--- config.mk ---
export PLATFORM = sky130hd
export DESIGN_NAME = strap_i2c_target
export DESIGN_NICKNAME = d
export VERILOG_FILES = /design/src/rtl/i2c_tgt_pkg.sv /design/src/rtl/i2c_line_filter.sv /design/src/rtl/i2c_regfile.sv /design/src/rtl/i2c_tgt_fsm.sv /design/src/rtl/strap_i2c_target.sv
export SDC_FILE = /design/constraint.sdc
export NUM_CORES = 1
export LEC_CHECK = 0
export ABC_AREA = 1
export BUFFER_PORTS_ARGS = -buffer_cell sky130_fd_sc_hd__buf_2
export CAP_MARGIN = 20
export CORE_MARGIN = 2
export CORE_UTILIZATION = 60
export CTS_BUF_LIST = sky130_fd_sc_hd__clkbuf_8
export DETAILED_ROUTE_END_ITERATION = 6
export GPL_TIMING_DRIVEN = 0
export PLACE_DENSITY_LB_ADDON = 0.15
export SYNTH_ARGS = -nofsm -noshare
export SYNTH_HDL_FRONTEND = slang
export SYNTH_SLANG_ARGS = --single-unit
export TNS_END_PERCENT = 20
--- constraint.sdc ---
create_clock -name clk -period 1.7 [get_ports clk]
set_input_delay 0.255 -clock clk [delete_from_list [all_inputs] [get_ports clk]]
set_output_delay 0.255 -clock clk [all_outputs]
set_load 0.01 [all_outputs]
--- src/rtl/i2c_tgt_pkg.sv ---
package i2c_tgt_pkg;

    typedef enum logic [3:0] {
        ST_LOCK,
        ST_IDLE,
        ST_ADDR,
        ST_ADDR_ACK,
        ST_WR_BYTE,
        ST_WR_ACK,
        ST_RD_BYTE,
        ST_RD_ACK,
        ST_WAIT_STOP
    } tgt_state_e;

    typedef struct packed {
        logic       ok;
        logic [6:0] addr;
    } strap_addr_t;

    // Strap table: code 0 is a grounded pin, codes above 4 are unused.
    function automatic strap_addr_t strap_decode(input logic [2:0] code);
        strap_addr_t r;
        case (code)
            3'd1:    r = '{ok: 1'b1, addr: 7'h71};
            3'd2:    r = '{ok: 1'b1, addr: 7'h72};
            3'd3:    r = '{ok: 1'b1, addr: 7'h73};
            3'd4:    r = '{ok: 1'b1, addr: 7'h76};
            default: r = '{ok: 1'b0, addr: 7'h00};
        endcase
        return r;
    endfunction

endpackage

--- src/rtl/i2c_line_filter.sv ---
module i2c_line_filter #(
    parameter int FILT_LEN = 3
) (
    input  logic clk,
    input  logic rst_n,
    input  logic din,
    output logic dout
);
    localparam int CW = $clog2(FILT_LEN + 1);

    logic [1:0]    sync_q;
    logic [CW-1:0] run_q;
    logic          out_q;

    // The filtered level changes only after the synchronized input holds a new value for FILT_LEN clocks.
    always_ff @(posedge clk or negedge rst_n) begin
        if (!rst_n) begin
            sync_q <= 2'b11;
            run_q  <= '0;
            out_q  <= 1'b1;
        end else begin
            sync_q <= {sync_q[0], din};
            if (sync_q[1] != out_q) begin
                if (run_q == CW'(FILT_LEN - 1)) begin
                    out_q <= sync_q[1];
                    run_q <= '0;
                end else begin
                    run_q <= run_q + CW'(1);
                end
            end else begin
                run_q <= '0;
            end
        end
    end

    assign dout = out_q;
endmodule

--- src/rtl/i2c_regfile.sv ---
module i2c_regfile #(
    parameter int REGS = 16,
    parameter int DW   = 8,
    parameter int AW   = $clog2(REGS)
) (
    input  logic          clk,
    input  logic          rst_n,
    input  logic          we,
    input  logic [AW-1:0] waddr,
    input  logic [DW-1:0] wdata,
    input  logic [AW-1:0] raddr,
    output logic [DW-1:0] rdata
);
    logic [DW-1:0] mem [REGS];

    always_ff @(posedge clk or negedge rst_n) begin
        if (!rst_n) begin
            for (int i = 0; i < REGS; i++) mem[i] <= '0;
        end else begin
            for (int i = 0; i < REGS; i++)
                if (we && waddr == AW'(i)) mem[i] <= wdata;
        end
    end

    assign rdata = mem[raddr];
endmodule

--- src/rtl/i2c_tgt_fsm.sv ---
module i2c_tgt_fsm
    import i2c_tgt_pkg::*;
#(
    parameter int PWRUP_CYC = 1000000,
    parameter int REGS      = 16,
    parameter int AW        = $clog2(REGS)
) (
    input  logic          clk,
    input  logic          rst_n,
    input  logic          scl_f,
    input  logic          sda_f,
    input  logic [6:0]    dev_addr,
    input  logic          addr_ok,
    input  logic [7:0]    rd_data,
    output logic          we,
    output logic [AW-1:0] waddr,
    output logic [7:0]    wdata,
    output logic [AW-1:0] raddr,
    output logic          sda_oe
);
    localparam int PW = $clog2(PWRUP_CYC + 1);

    tgt_state_e    state_q, state_d;
    logic          scl_q, sda_q;
    logic [PW-1:0] pwr_cnt;
    logic [2:0]    bit_q;
    logic [7:0]    sh_q;
    logic          ack_on_q, rw_q, ptr_ph_q, more_q;
    logic [AW-1:0] ptr_q;

    logic start_c, stop_c, rise_c, fall_c, pwr_done;
    logic [7:0] sh_in;

    assign start_c  = scl_f && scl_q && sda_q && !sda_f;
    assign stop_c   = scl_f && scl_q && !sda_q && sda_f;
    assign rise_c   = scl_f && !scl_q;
    assign fall_c   = !scl_f && scl_q;
    assign pwr_done = (pwr_cnt == PW'(PWRUP_CYC));
    assign sh_in    = {sh_q[6:0], sda_f};
    assign raddr    = ptr_q;

    // Next-state logic
    always_comb begin
        state_d = state_q;
        if (state_q == ST_LOCK) begin
            if (pwr_done) state_d = ST_IDLE;
        end else if (start_c) begin
            state_d = ST_ADDR;
        end else if (stop_c) begin
            state_d = ST_IDLE;
        end else begin
            unique case (state_q)
                ST_ADDR:     if (rise_c && bit_q == 3'd7)
                                 state_d = (addr_ok && sh_in[7:1] == dev_addr) ? ST_ADDR_ACK : ST_WAIT_STOP;
                ST_ADDR_ACK: if (fall_c && ack_on_q) state_d = rw_q ? ST_RD_BYTE : ST_WR_BYTE;
                ST_WR_BYTE:  if (rise_c && bit_q == 3'd7) state_d = ST_WR_ACK;
                ST_WR_ACK:   if (fall_c && ack_on_q) state_d = ST_WR_BYTE;
                ST_RD_BYTE:  if (fall_c && bit_q == 3'd7) state_d = ST_RD_ACK;
                ST_RD_ACK:   if (fall_c) state_d = more_q ? ST_RD_BYTE : ST_WAIT_STOP;
                default: ;
            endcase
        end
    end

    // State register
    always_ff @(posedge clk or negedge rst_n) begin
        if (!rst_n) state_q <= ST_LOCK;
        else        state_q <= state_d;
    end

    // Datapath registers
    always_ff @(posedge clk or negedge rst_n) begin
        if (!rst_n) begin
            scl_q <= 1'b1;  sda_q <= 1'b1;
            pwr_cnt <= '0;  bit_q <= '0;   sh_q <= '0;
            ack_on_q <= 1'b0; rw_q <= 1'b0; ptr_ph_q <= 1'b0; more_q <= 1'b0;
            ptr_q <= '0;    we <= 1'b0;    waddr <= '0;  wdata <= '0;
        end else begin
            scl_q <= scl_f;
            sda_q <= sda_f;
            we    <= 1'b0;
            if (!pwr_done) pwr_cnt <= pwr_cnt + PW'(1);
            if (state_q != ST_LOCK && (start_c || stop_c)) begin
                bit_q    <= '0;
                ack_on_q <= 1'b0;
            end else begin
                unique case (state_q)
                    ST_ADDR: if (rise_c) begin
                        sh_q  <= sh_in;
                        bit_q <= bit_q + 3'd1;
                        if (bit_q == 3'd7) rw_q <= sda_f;
                    end
                    ST_ADDR_ACK, ST_WR_ACK: if (fall_c) begin
                        if (!ack_on_q) begin
                            ack_on_q <= 1'b1;
                        end else begin
                            ack_on_q <= 1'b0;
                            bit_q    <= '0;
                            if (state_q == ST_ADDR_ACK) begin
                                ptr_ph_q <= !rw_q;
                                if (rw_q) sh_q <= rd_data;
                            end
                        end
                    end
                    ST_WR_BYTE: if (rise_c) begin
                        sh_q  <= sh_in;
                        bit_q <= bit_q + 3'd1;
                        if (bit_q == 3'd7) begin
                            if (ptr_ph_q) begin
                                ptr_q    <= sh_in[AW-1:0];
                                ptr_ph_q <= 1'b0;
                            end else begin
                                we    <= 1'b1;
                                waddr <= ptr_q;
                                wdata <= sh_in;
                                ptr_q <= ptr_q + AW'(1);
                            end
                        end
                    end
                    ST_RD_BYTE: if (fall_c) begin
                        if (bit_q == 3'd7) begin
                            ptr_q <= ptr_q + AW'(1);
                        end else begin
                            sh_q  <= {sh_q[6:0], 1'b0};
                            bit_q <= bit_q + 3'd1;
                        end
                    end
                    ST_RD_ACK: begin
                        if (rise_c) more_q <= !sda_f;
                        if (fall_c && more_q) begin
                            sh_q  <= rd_data;
                            bit_q <= '0;
                        end
                    end
                    default: ;
                endcase
            end
        end
    end

    // Output decode
    always_comb begin
        sda_oe = 1'b0;
        if ((state_q == ST_ADDR_ACK || state_q == ST_WR_ACK) && ack_on_q) sda_oe = 1'b1;
        if (state_q == ST_RD_BYTE && !sh_q[7]) sda_oe = 1'b1;
    end


    lock_quiet_chk: assert property (@(posedge clk) disable iff (!rst_n) !pwr_done |-> !sda_oe);

    bad_strap_chk: assert property (@(posedge clk) disable iff (!rst_n) !addr_ok |-> !sda_oe);

    stop_idle_chk: assert property (@(posedge clk) disable iff (!rst_n)
        (stop_c && state_q != ST_LOCK) |=> state_q == ST_IDLE);

    start_addr_chk: assert property (@(posedge clk) disable iff (!rst_n)
        (start_c && state_q != ST_LOCK) |=> (state_q == ST_ADDR && bit_q == 3'd0));

    sda_hold_chk: assert property (@(posedge clk) disable iff (!rst_n)
        (!fall_c && !start_c && !stop_c) |=> $stable(sda_oe));
endmodule

--- src/rtl/strap_i2c_target.sv ---
module strap_i2c_target
    import i2c_tgt_pkg::*;
#(
    parameter int PWRUP_CYC = 1000000,
    parameter int REGS      = 16,
    parameter int FILT_LEN  = 3
) (
    input  logic       clk,
    input  logic       rst_n,
    input  logic [2:0] strap_code,
    input  logic       scl_i,
    input  logic       sda_i,
    output logic       sda_oe
);
    localparam int AW = $clog2(REGS);

    logic [1:0]    raw, filt;
    strap_addr_t   cfg;
    logic          we;
    logic [AW-1:0] waddr, raddr;
    logic [7:0]    wdata, rdata;

    assign raw = {scl_i, sda_i};
    assign cfg = strap_decode(strap_code);

    for (genvar g = 0; g < 2; g++) begin : g_line
        i2c_line_filter #(.FILT_LEN(FILT_LEN)) u_filt (
            .clk(clk), .rst_n(rst_n), .din(raw[g]), .dout(filt[g])
        );
    end

    i2c_regfile #(.REGS(REGS), .DW(8), .AW(AW)) u_regs (
        .clk(clk), .rst_n(rst_n), .we(we), .waddr(waddr), .wdata(wdata),
        .raddr(raddr), .rdata(rdata)
    );

    i2c_tgt_fsm #(.PWRUP_CYC(PWRUP_CYC), .REGS(REGS), .AW(AW)) u_fsm (
        .clk(clk), .rst_n(rst_n), .scl_f(filt[1]), .sda_f(filt[0]),
        .dev_addr(cfg.addr), .addr_ok(cfg.ok), .rd_data(rdata),
        .we(we), .waddr(waddr), .wdata(wdata), .raddr(raddr), .sda_oe(sda_oe)
    );
endmodule

==> impl_metrics.yaml, run 1 <==
synth:
  synth_nets: 1172
  netlist_cell_types: 41
  yosysWarningCount: 0
  synth.avg_cell_area_um2: 8.02
  netlist_instances: 1160
  count_of_flip_flops_with_a_built_in_enable_after_synthesis: 0
  synth-seq-cells: 196
  syn_area_um2: 9310
  synth.yosys.seq_area_share_pct: 52.8
  synth_top_flop_cell: "sky130_fd_sc_hd__dfrtp_1"
  async_reset_ff_share_pct: 100
power:
  netSwitchingFraction_pct: 39.4
  max-vdd-ir-drop_mv: 0.857
  power.net_switching_mw: 4.97
  powerDensity_nw_per_um2: 1200
  power_frac_seq_pct: 41.8
  report.power.total_mw: 12.6
  leakage_nw: 4.87
  combinationalPowerShare_pct: 35.6
  power.internal_mw: 7.66
  clkPwrFrac_pct: 22.6
run_status:
  violations: "negative setup slack"
  outcome: "complete, but fails checks"
timing:
  fin_worst_hold_slack_ps: 364
  timing.final.crit_share_pct: 111
  slew_worst_pin_ps: 743
  grt_setup_unrepaired: "true"
  timing_max_transition_violations_final: 0
  clock_skew_ps: 10.7
  report.final.hold_viol_count: 0
  setup_violations: 12
  finalSetupTns_ps: -1840
  fmax_mhz: 528
  final.setup.worst_slack_ps: -193
  final_period_minus_worst_setup_slack_ps: 1890
  relSlewSlack_pct: 50.5
floorplan:
  dieWidth_um: 129
  effective_utilization_at_floorplan_pct: 61.2
  floorplan.die.height_um: 129
  die_area_um2: 16500
  num_rows: 45
  core_area_um2: 15200
  ios: 8
place:
  placed_area_um2: 9610
  placement.io_buffers: 7
  place_congestion: 0.987
  dp.final_hpwl_um: 16400
  dp_worst_setup_slack_ps: -237
finish:
  post_route_cells_drive_above_1_share_pct: 16.0
  final_nets: 1220
  area_delta_synth_final_pct: 12.9
  design_area_um2: 10500
  antenna-diode-count: 0
clocking:
  clkSinkCount: 196
  cts.root.buffer_cell: "sky130_fd_sc_hd__clkbuf_8"
  tritoncts.num_buffers: 17
  cts_tree: "done"
  clkTransAtPathRegs_ps: 100
  max-clock-path-buffers: 2
  number_of_h_tree_levels: 4
  clock_latency_ps: 480
run:
  max_cap_viol_count: 0
setup_path:
  worst_setup_path_start_kind: "register"
  slowest_stage_cell_crit_path: "sky130_fd_sc_hd__dfrtp_2"
  worst-setup-path-type: "register to register"
  worst_r2r_setup_slack_ps: -190
  timing.critical_path.slowest_cell_delay_ps: 460
  worst-path-max-fanout: 8
  worst-endpoint-arrival_ps: 2260
  worst-endpoint-required_ps: 2070
  timing.critical_path.to_type: "register"
  path_cells: "buf_6, nand2_4, inv_2, nand2_2, nand2_2, buf_4, buf_6, a21oi_4, nand2_4, nor2_8, clkinv_4, nand2_1, nand2_1"
global_route:
  wire_length_of_the_first_global_routing_pass_um: 39300
  first_global_vias: 7499
  initial_antenna_violation_count: 0
  grt_usage_pct: 31.0
  global_route.overflow_total: 0
  grt_max_degree: 100
routing:
  post_drt_via_cell_ratio: 5.71
  drtPass1Iterations: 5
  drt.antenna.violating_nets: 0
  totalWireLength_um: 24500
  routed-via-count: 8049
  wl_per_cell_um: 17.4
  detail_route.drc_violations: 0
  drt-initial-drc-count: 891
min_path:
  timing.hold.worst.class: "register to register"
## metrics by stage
| step | utilization [%] | instances |
|---|---|---|
| floorplan | - | 1160 |
| global placement | 63.0 | 1355 |
| detailed placement | 63.2 | 1356 |
| CTS | 67.3 | 1402 |
| global route | 69.1 | 1409 |
| finish | 69.1 | 1409 |
## sequential cells by signal, indices dropped and copies added (netlist names), 2 cells and up
signal / count
g_line.u_filt.dout: 2
u_fsm.bit_q: 3
g_line.u_filt.sync_q: 4
u_regs.mem: 128
u_fsm.waddr: 4
u_fsm.wdata: 8
u_fsm.pwr_cnt: 20
g_line.u_filt.run_q: 4
u_fsm.sh_q: 8
u_fsm.state_q: 4
u_fsm.raddr: 4
## cell families after synthesis
group                      synth area share [%]
xor gates and xnor gates                   2.16
and+or+nand+nor                            26.5
muxes                                     0.121
AOI/OAI and AO/OA                          12.3
adders and majority gates                 0.672
buffers and inverters                      5.43
DFF                                        52.8
## worst max-delay path: cells and delay by family, from the launching register on
family                 cells  cell delay, ps
AOI/OAI and AO/OA          1             190
DFF                        1             460
and+or+nand+nor            7             600
buffers and inverters      5             540
## cells in the mapped netlist (all sizes together), types with 2 or more instances
cell    count  area share, %
nand2     325             14
o21ai     206             11
dfrtp     188             51
nor2      150            6.7
nand3      87            4.7
inv        71            2.9
clkbuf     35            1.4
buf        18            1.0
xor2       18            1.7
a21oi      12           0.69
nor3        9           0.61
dfstp       8            2.3
or2         6           0.40
ha          5           0.67
xnor2       5           0.47
nand4       3           0.20
o211ai      3           0.24
clkinv      2          0.081
nor4        2           0.13
## final cells by class
class | count | area (um2)
tap | 188 | 235
timing repair buffer | 28 | 279
multi-input combinational | 839 | 4120
clock inverter | 14 | 120
inverter | 73 | 287
buffer | 53 | 300
sequential | 196 | 4920
clock buffer | 18 | 248
fill | 1234 | 4690
## repair_timing
action,in CTS,in global routing
gates cloned,1,0
setup buffers,10,7
endpoints found under the hold margin,94,0
pin swaps,6,14
endpoints found under the setup margin,21,146
gates resized for setup,55,71
hold buffers,3,0
## power groups by stage
stage / logic (mW) / clock network (mW) / registers [mW]
global placement: 3.49 / 0 / 5.38
floorplan: 2.56 / 0 / 5.30
detailed placement: 3.55 / 0 / 5.39
CTS: 4.04 / 2.87 / 5.25
finish: 4.50 / 2.85 / 5.28
global route: 4.96 / 3.07 / 5.32
## metal layers
layer,vias up,global-route usage [%],share of wire (%)
li1,3854,-,-
met1,3827,45.4,45
met2,320,45.5,45
met3,48,8.73,8.4
met4,0,9.91,2.2
met5,-,0,0
## cell usage in the layout, fill, tap and decap left out, drive strengths merged
master | netlist | layout
dlygate4sd3 | 0 | 3
nand4 | 3 | 3
clkinv | 2 | 9
nand3b | 1 | 1
clkinvlp | 0 | 4
dfrtp | 188 | 188
clkbuf | 35 | 52
nand3 | 87 | 87
nor4 | 2 | 2
or2 | 6 | 6
mux2 | 1 | 1
xor2 | 18 | 18
nand2 | 325 | 325
nor3 | 9 | 9
a21oi | 12 | 12
o211ai | 3 | 3
buf | 18 | 44
o22ai | 1 | 1
inv | 71 | 74
and2 | 1 | 1
nor2 | 150 | 151
o31ai | 1 | 1
ha | 5 | 5
o21ai | 206 | 206
dfstp | 8 | 8
xnor2 | 5 | 5
and3 | 1 | 1
a31oi | 1 | 1
## worst paths after layout
| path | start | end | cells past startpoint |
|---|---|---|---|
| max | u_fsm.state_q[0] | u_fsm.sh_q[7] | 13 |
| min | g_line[1].u_filt.sync_q[0] | g_line[1].u_filt.sync_q[1] | 0 |
| max reg2reg | u_fsm.state_q[0] | u_fsm.sh_q[7] | 13 |
| min reg2reg | g_line[1].u_filt.sync_q[0] | g_line[1].u_filt.sync_q[1] | 0 |
| max in group asynchronous | rst_n | u_fsm.scl_q | 3 |
| min in group asynchronous | rst_n | u_regs.mem[14] | 2 |
No activity file was read; power rests on OpenSTA's default activity.
==> inputs of run 2 (changes only) <==
Settings changed: MAX_ROUTING_LAYER set to met4, SKIP_CTS_REPAIR_TIMING set to 1, TNS_END_PERCENT 20 to 50.
==> run 2 against run 1 <==
Against the previous run:
- the run still ends with negative setup slack left
- first-iteration DRC count decreased by 9.9%
- largest power group unchanged
- largest cell class unchanged
- power decreased by 1.1%
- count of clock-buffer cells in the layout decreased by 1
- sequential cell count unchanged
- clock skew increased by 7.5 ps
- non-clock buffer count decreased by 3
- cell count decreased by 0.21%
- worst hold slack about the same
- maximum frequency increased by 2.7%
- design area decreased by 0.98%
- routed wire length decreased by 1.8%
- global-route usage increased by 0.36 points
==> impl_metrics.yaml, run 2 (synthesis gave the netlist of run 1 again) <==
routing:
  wl_per_cell_um: 17.1
  post_drt_via_cell_ratio: 5.71
  routed-via-count: 8033
  detail_route.drc_violations: 0
  drt-initial-drc-count: 803
  drt.antenna.violating_nets: 0
  drtPass1Iterations: 7
  totalWireLength_um: 24000
clocking:
  tritoncts.num_buffers: 17
  clock_latency_ps: 490
  clkTransAtPathRegs_ps: 100
  number_of_h_tree_levels: 4
  clkSinkCount: 196
  cts.root.buffer_cell: "sky130_fd_sc_hd__clkbuf_8"
  max-clock-path-buffers: 2
  cts_tree: "done"
timing:
  relSlewSlack_pct: 41.2
  grt_setup_unrepaired: "true"
  timing.final.crit_share_pct: 108
  final.setup.worst_slack_ps: -143
  timing_max_transition_violations_final: 0
  slew_worst_pin_ps: 882
  fin_worst_hold_slack_ps: 364
  final_period_minus_worst_setup_slack_ps: 1840
  report.final.hold_viol_count: 0
  clock_skew_ps: 18.2
  fmax_mhz: 543
  setup_violations: 9
floorplan:
  effective_utilization_at_floorplan_pct: 61.2
  core_area_um2: 15200
  die_area_um2: 16500
  floorplan.die.height_um: 129
  dieWidth_um: 129
  ios: 8
  num_rows: 45
finish:
  design_area_um2: 10400
  max_ffs_per_register: 128
  final_nets: 1217
  post_route_cells_drive_above_1_share_pct: 15.0
  finalCoreUtilization_pct: 68.5
  area_delta_synth_final_pct: 11.8
  most-common-layout-cells: "sky130_fd_sc_hd__nand2_1 (301), sky130_fd_sc_hd__dfrtp_1 (184), sky130_fd_sc_hd__o21ai_0 (178)"
  top_register: "u_regs.mem"
  fillerInstances: 1257
  biggestRegsByFlops: "u_regs.mem (128), u_fsm.pwr_cnt (20)"
  antenna-diode-count: 0
  layout_commonest_cell: "sky130_fd_sc_hd__nand2_1"
global_route:
  wire_length_of_the_first_global_routing_pass_um: 38300
  grt_usage_pct: 31.4
  global_route.overflow_total: 0
  first_global_vias: 7288
  initial_antenna_violation_count: 0
  grt_max_degree: 117
power:
  power.internal_mw: 7.68
  clkPwrFrac_pct: 25.0
  max-vdd-ir-drop_mv: 0.888
  power.net_switching_mw: 4.82
  leakage_nw: 4.83
  power_frac_seq_pct: 42.3
  netSwitchingFraction_pct: 38.5
  combinationalPowerShare_pct: 32.6
  powerDensity_nw_per_um2: 1200
setup_path:
  worst-endpoint-arrival_ps: 1590
  worst-endpoint-required_ps: 1440
  timing.critical_path.to_type: "primary output"
  worst-setup-path-type: "register to primary output"
  worst-path-max-fanout: 7
  worst_setup_path_start_kind: "register"
place:
  place_congestion: 0.992
  placement.io_buffers: 7
  dp_worst_setup_slack_ps: -212
  dp.final_hpwl_um: 16400
  placed_area_um2: 9610
run_status:
  violations: "negative setup slack"
  outcome: "complete, but fails checks"
run:
  max_cap_viol_count: 0
min_path:
  timing.hold.worst.class: "register to register"
## run 2: path summary, 6_finish.rpt
kind,startpoint,end,slack [ps],depth (start not counted)
worst min register to register,g_line[1].u_filt.sync_q[0],g_line[1].u_filt.sync_q[1],360,0
min in group asynchronous,rst_n,u_regs.mem[13],410,2
worst max register to register,u_fsm.raddr[1],u_fsm.sh_q[5],-70,10
worst max-delay path,u_fsm.state_q[1],sda_oe,-140,6
max in group asynchronous,rst_n,g_line[1].u_filt.sync_q[0],400,3
worst min-delay path,g_line[1].u_filt.sync_q[0],g_line[1].u_filt.sync_q[1],360,0
## run 2: layout make-up
type	instances	area, um2	share of cell area [%]
plain buffers	51	278	2.67
clock buffers	17	234	2.25
clock inverters	15	173	1.66
inverters	73	284	2.73
multi-input cells	839	4050	38.9
flip-flops and latches	196	4920	47.3
well taps	188	235	2.26
repair buffers	27	234	2.25
## run 2: worst max-delay path, stage by stage, from the launching register on
cell	delay, ps
sky130_fd_sc_hd__dfrtp_2	480
sky130_fd_sc_hd__nor2_1	170
sky130_fd_sc_hd__nand2_2	100
sky130_fd_sc_hd__nand2_4	80
sky130_fd_sc_hd__inv_2	40
sky130_fd_sc_hd__o22ai_2	100
sky130_fd_sc_hd__buf_2	150
## run 2: power by group through the flow
stage                     sequential, mW  clock, mW  combinational, mW
after floorplan                     5.30          0               2.56
after global placement              5.38          0               3.49
after CTS                           5.30       3.17               3.57
after global routing                5.33       3.35               4.53
after detailed placement            5.38          0               3.55
final                               5.29       3.13               4.07
## run 2: layer usage
layer  GRT usage (%)  wire length, um  share of wire [%]
met4            9.27              671                2.8
met3            7.98             1980                8.2
met1            45.4            10800                 45
met5               -                0                  0
met2            44.2            10600                 44
## run 2: through the flow
stage	std cells	TNS (ps)	total power [mW]
6_report	1406	-362	12.5
5_1_grt	1406	-2250	13.2
4_1_cts	1388	-3110	12.0
3_5_place_dp	1356	-2130	8.93
3_3_place_gp	1355	-535720	8.87
2_1_floorplan	1160	0	7.87
==> inputs of run 3 (changes only) <==
Settings changed: ABC_AREA 1 to not set.
==> run 3 against run 2 <==
Against the previous run:
- the run still ends with negative setup slack left
- routed wire length down 8.5%
- first-iteration DRC count is 46% lower
- register-to-register slack worse by 450 ps
- clock power barely moved
- non-clock buffer count rose by 17
- via count fell by 25%
- worst hold slack got worse by 85 ps
- global-route usage down 4.1 points
- largest power group unchanged
==> impl_metrics.yaml, run 3 <==
run_status:
  outcome: "complete, but fails checks"
  violations: "negative setup slack"
synth:
  synth_most_common_cell: "sky130_fd_sc_hd__dfrtp_1"
  synth_top_cell_area_share_pct: 50.6
  synth_nets: 688
  netlist_instances: 676
  synth_top_flop_cell: "sky130_fd_sc_hd__dfrtp_1"
  yosysWarningCount: 0
  synth.yosys.seq_area_share_pct: 52.9
  ys_top_cells_by_area: "sky130_fd_sc_hd__dfrtp_1 (51%), sky130_fd_sc_hd__mux2_2 (17%), sky130_fd_sc_hd__mux4_2 (7.8%), sky130_fd_sc_hd__dfstp_2 (2.3%), sky130_fd_sc_hd__mux2i_1 (2.3%)"
  synth_commonest_cells: "sky130_fd_sc_hd__dfrtp_1 (188), sky130_fd_sc_hd__mux2_2 (144), sky130_fd_sc_hd__nor2_1 (34)"
  synth.avg_cell_area_um2: 13.8
  syn_area_um2: 9300
  netlist_cell_types: 74
  async_reset_ff_share_pct: 100
  count_of_flip_flops_with_a_built_in_enable_after_synthesis: 0
  synth-seq-cells: 196
  post-synth-top-area-cell: "sky130_fd_sc_hd__dfrtp_1"
place:
  place_congestion: 0.888
  placement.io_buffers: 7
  dpl.cell_count: 872
  placed_area_um2: 9650
  dp.final_hpwl_um: 13900
  dp_worst_setup_slack_ps: -831
finish:
  multiInputGateArea_um2: 4570
  area_delta_synth_final_pct: 19.7
  layout_commonest_cell: "sky130_fd_sc_hd__dfrtp_1"
  finalCoreUtilization_pct: 73.4
  design_area_um2: 11100
  final_nets: 767
  seq_area_um2: 4920
  most-common-layout-cells: "sky130_fd_sc_hd__dfrtp_1 (186), sky130_fd_sc_hd__mux2_2 (142), sky130_fd_sc_hd__buf_4 (37)"
  post_route_cells_drive_above_1_share_pct: 49.3
  final_cell_count_no_fill: 956
  max_ffs_per_register: 128
  top_register: "u_regs.mem"
  fillerInstances: 949
  antenna-diode-count: 0
  biggestRegsByFlops: "u_regs.mem (128), u_fsm.pwr_cnt (20)"
timing:
  report.final.hold_viol_count: 0
  setup_violations: 103
  relSlewSlack_pct: 49.9
  fmax_mhz: 450
  timing.final.crit_share_pct: 131
  grt_setup_unrepaired: "true"
  finalSetupTns_ps: -20490
  slew_worst_pin_ps: 751
  final_period_minus_worst_setup_slack_ps: 2220
  clock_skew_ps: 12.2
  fin_worst_hold_slack_ps: 279
  final.setup.worst_slack_ps: -521
  timing_max_transition_violations_final: 0
power:
  power_frac_seq_pct: 51.0
  leakage_nw: 5.08
  powerDensity_nw_per_um2: 879
  power.net_switching_mw: 2.79
  clkPwrFrac_pct: 31.7
  power.internal_mw: 6.99
  combinationalPowerShare_pct: 17.3
  max-vdd-ir-drop_mv: 0.547
  netSwitchingFraction_pct: 28.5
  report.power.total_mw: 9.78
clocking:
  cts_tree: "done"
  clkSinkCount: 196
  max-clock-path-buffers: 2
  clock_latency_ps: 480
  clkTransAtPathRegs_ps: 100
  number_of_h_tree_levels: 4
  cts.root.buffer_cell: "sky130_fd_sc_hd__clkbuf_8"
  tritoncts.num_buffers: 17
routing:
  post_drt_via_cell_ratio: 6.29
  routed-via-count: 6010
  totalWireLength_um: 22000
  drtPass1Iterations: 6
  detail_route.drc_violations: 0
  drt-initial-drc-count: 435
  wl_per_cell_um: 23.0
  drt.antenna.violating_nets: 0
setup_path:
  timing.critical_path.to_type: "register"
  worst-endpoint-arrival_ps: 2590
  critical_path.reg2reg.startpoint: "u_fsm.state_q[1]"
  slowest_stage_cell_crit_path: "sky130_fd_sc_hd__dfrtp_2"
  reg2reg_depth: 6
  timing.critical_path.slowest_cell_delay_ps: 470
  worst-setup-path-type: "register to register"
  worst-path-max-fanout: 8
  worst-endpoint-required_ps: 2070
  path_cells: "buf_6, nor4_4, nor3_4, a2111oi_4, nand2_4, mux2_4"
  r2r_end: "u_fsm.sh_q[4]"
  worst_r2r_setup_slack_ps: -520
  worst_setup_path_start_kind: "register"
floorplan:
  floorplan.die.height_um: 128
  effective_utilization_at_floorplan_pct: 61.4
  ios: 8
  dieWidth_um: 128
  die_area_um2: 16500
  num_rows: 45
  core_area_um2: 15100
global_route:
  global_route.overflow_total: 0
  grt_max_degree: 131
  first_global_vias: 5972
  grt_usage_pct: 27.3
  wire_length_of_the_first_global_routing_pass_um: 32500
  initial_antenna_violation_count: 0
run:
  max_cap_viol_count: 0
min_path:
  timing.hold.worst.class: "input pin to async pin"
[run 3: cell count changes after synthesis, sizes merged, moves of 21 or more]
cell / delta
nand2: -297
o21ai: -191
mux2: +148
nor2: -116
nand3: -75
inv: -59
mux4: +32
clkbuf: -24
mux2i: +21
[run 3: cell families (layout without fill, tap and decap cells)]
kind of cell	count (synthesis)	in the layout	share of synthesized area, %
AO/OA/AOI/OAI	62	62	4.98
XOR/XNOR	23	23	2.17
adder cells (fa/ha/maj)	6	6	0.781
buffers and inverters	48	140	2.58
flip-flops	196	196	52.9
multiplexers	202	202	28.3
AND/OR/NAND/NOR	139	139	8.35
[run 3: cell type report]
cell class | count | share of cell area, %
buffer | 33 | 2.67
clock buffer | 19 | 2.35
clock inverter | 13 | 1.32
inverter | 13 | 0.472
multi-input combinational | 432 | 41.1
sequential | 196 | 44.2
tap | 188 | 2.11
timing repair buffer | 62 | 5.82
[run 3: worst max path at each step]
stage | startpoint | end | slack, ps
finish | u_fsm.state_q[1] | u_fsm.sh_q[4] | -520
global route | u_fsm.state_q[1] | u_fsm.sh_q[4] | -530
CTS | u_fsm.raddr[1] | u_fsm.sh_q[6] | -850
detailed placement | u_fsm.raddr[1] | u_fsm.sh_q[6] | -830
global placement | rst_n | u_regs.mem[45] | -2600
floorplan | u_fsm.state_q[0] | u_fsm.wdata[2] | -330
[run 3: power groups by stage]
stage	Combinational [mW]	Clock, mW	Sequential (mW)
after global routing	1.81	3.33	5.00
after global placement	1.08	0	5.05
after CTS	1.12	3.13	4.97
after detailed placement	1.11	0	5.06
after floorplan	0.805	0	5.02
final	1.69	3.10	4.98
[run 3: metal layers]
layer,GRT usage (%),share of wire (%),vias to the layer above
li1,-,-,2662
met1,37.3,45,3154
met2,41.6,48,155
met3,6.44,5.1,39
met4,7.76,2.3,0
met5,-,0,-
[run 3: worst max-delay path: cells and delay by family, from the launching register on]
kind / cells / cell delay (ps)
buffers and inverters: 1 / 160
AO/OA/AOI/OAI: 1 / 410
multiplexers: 1 / 320
AND/OR/NAND/NOR: 3 / 730
flip-flops: 1 / 470
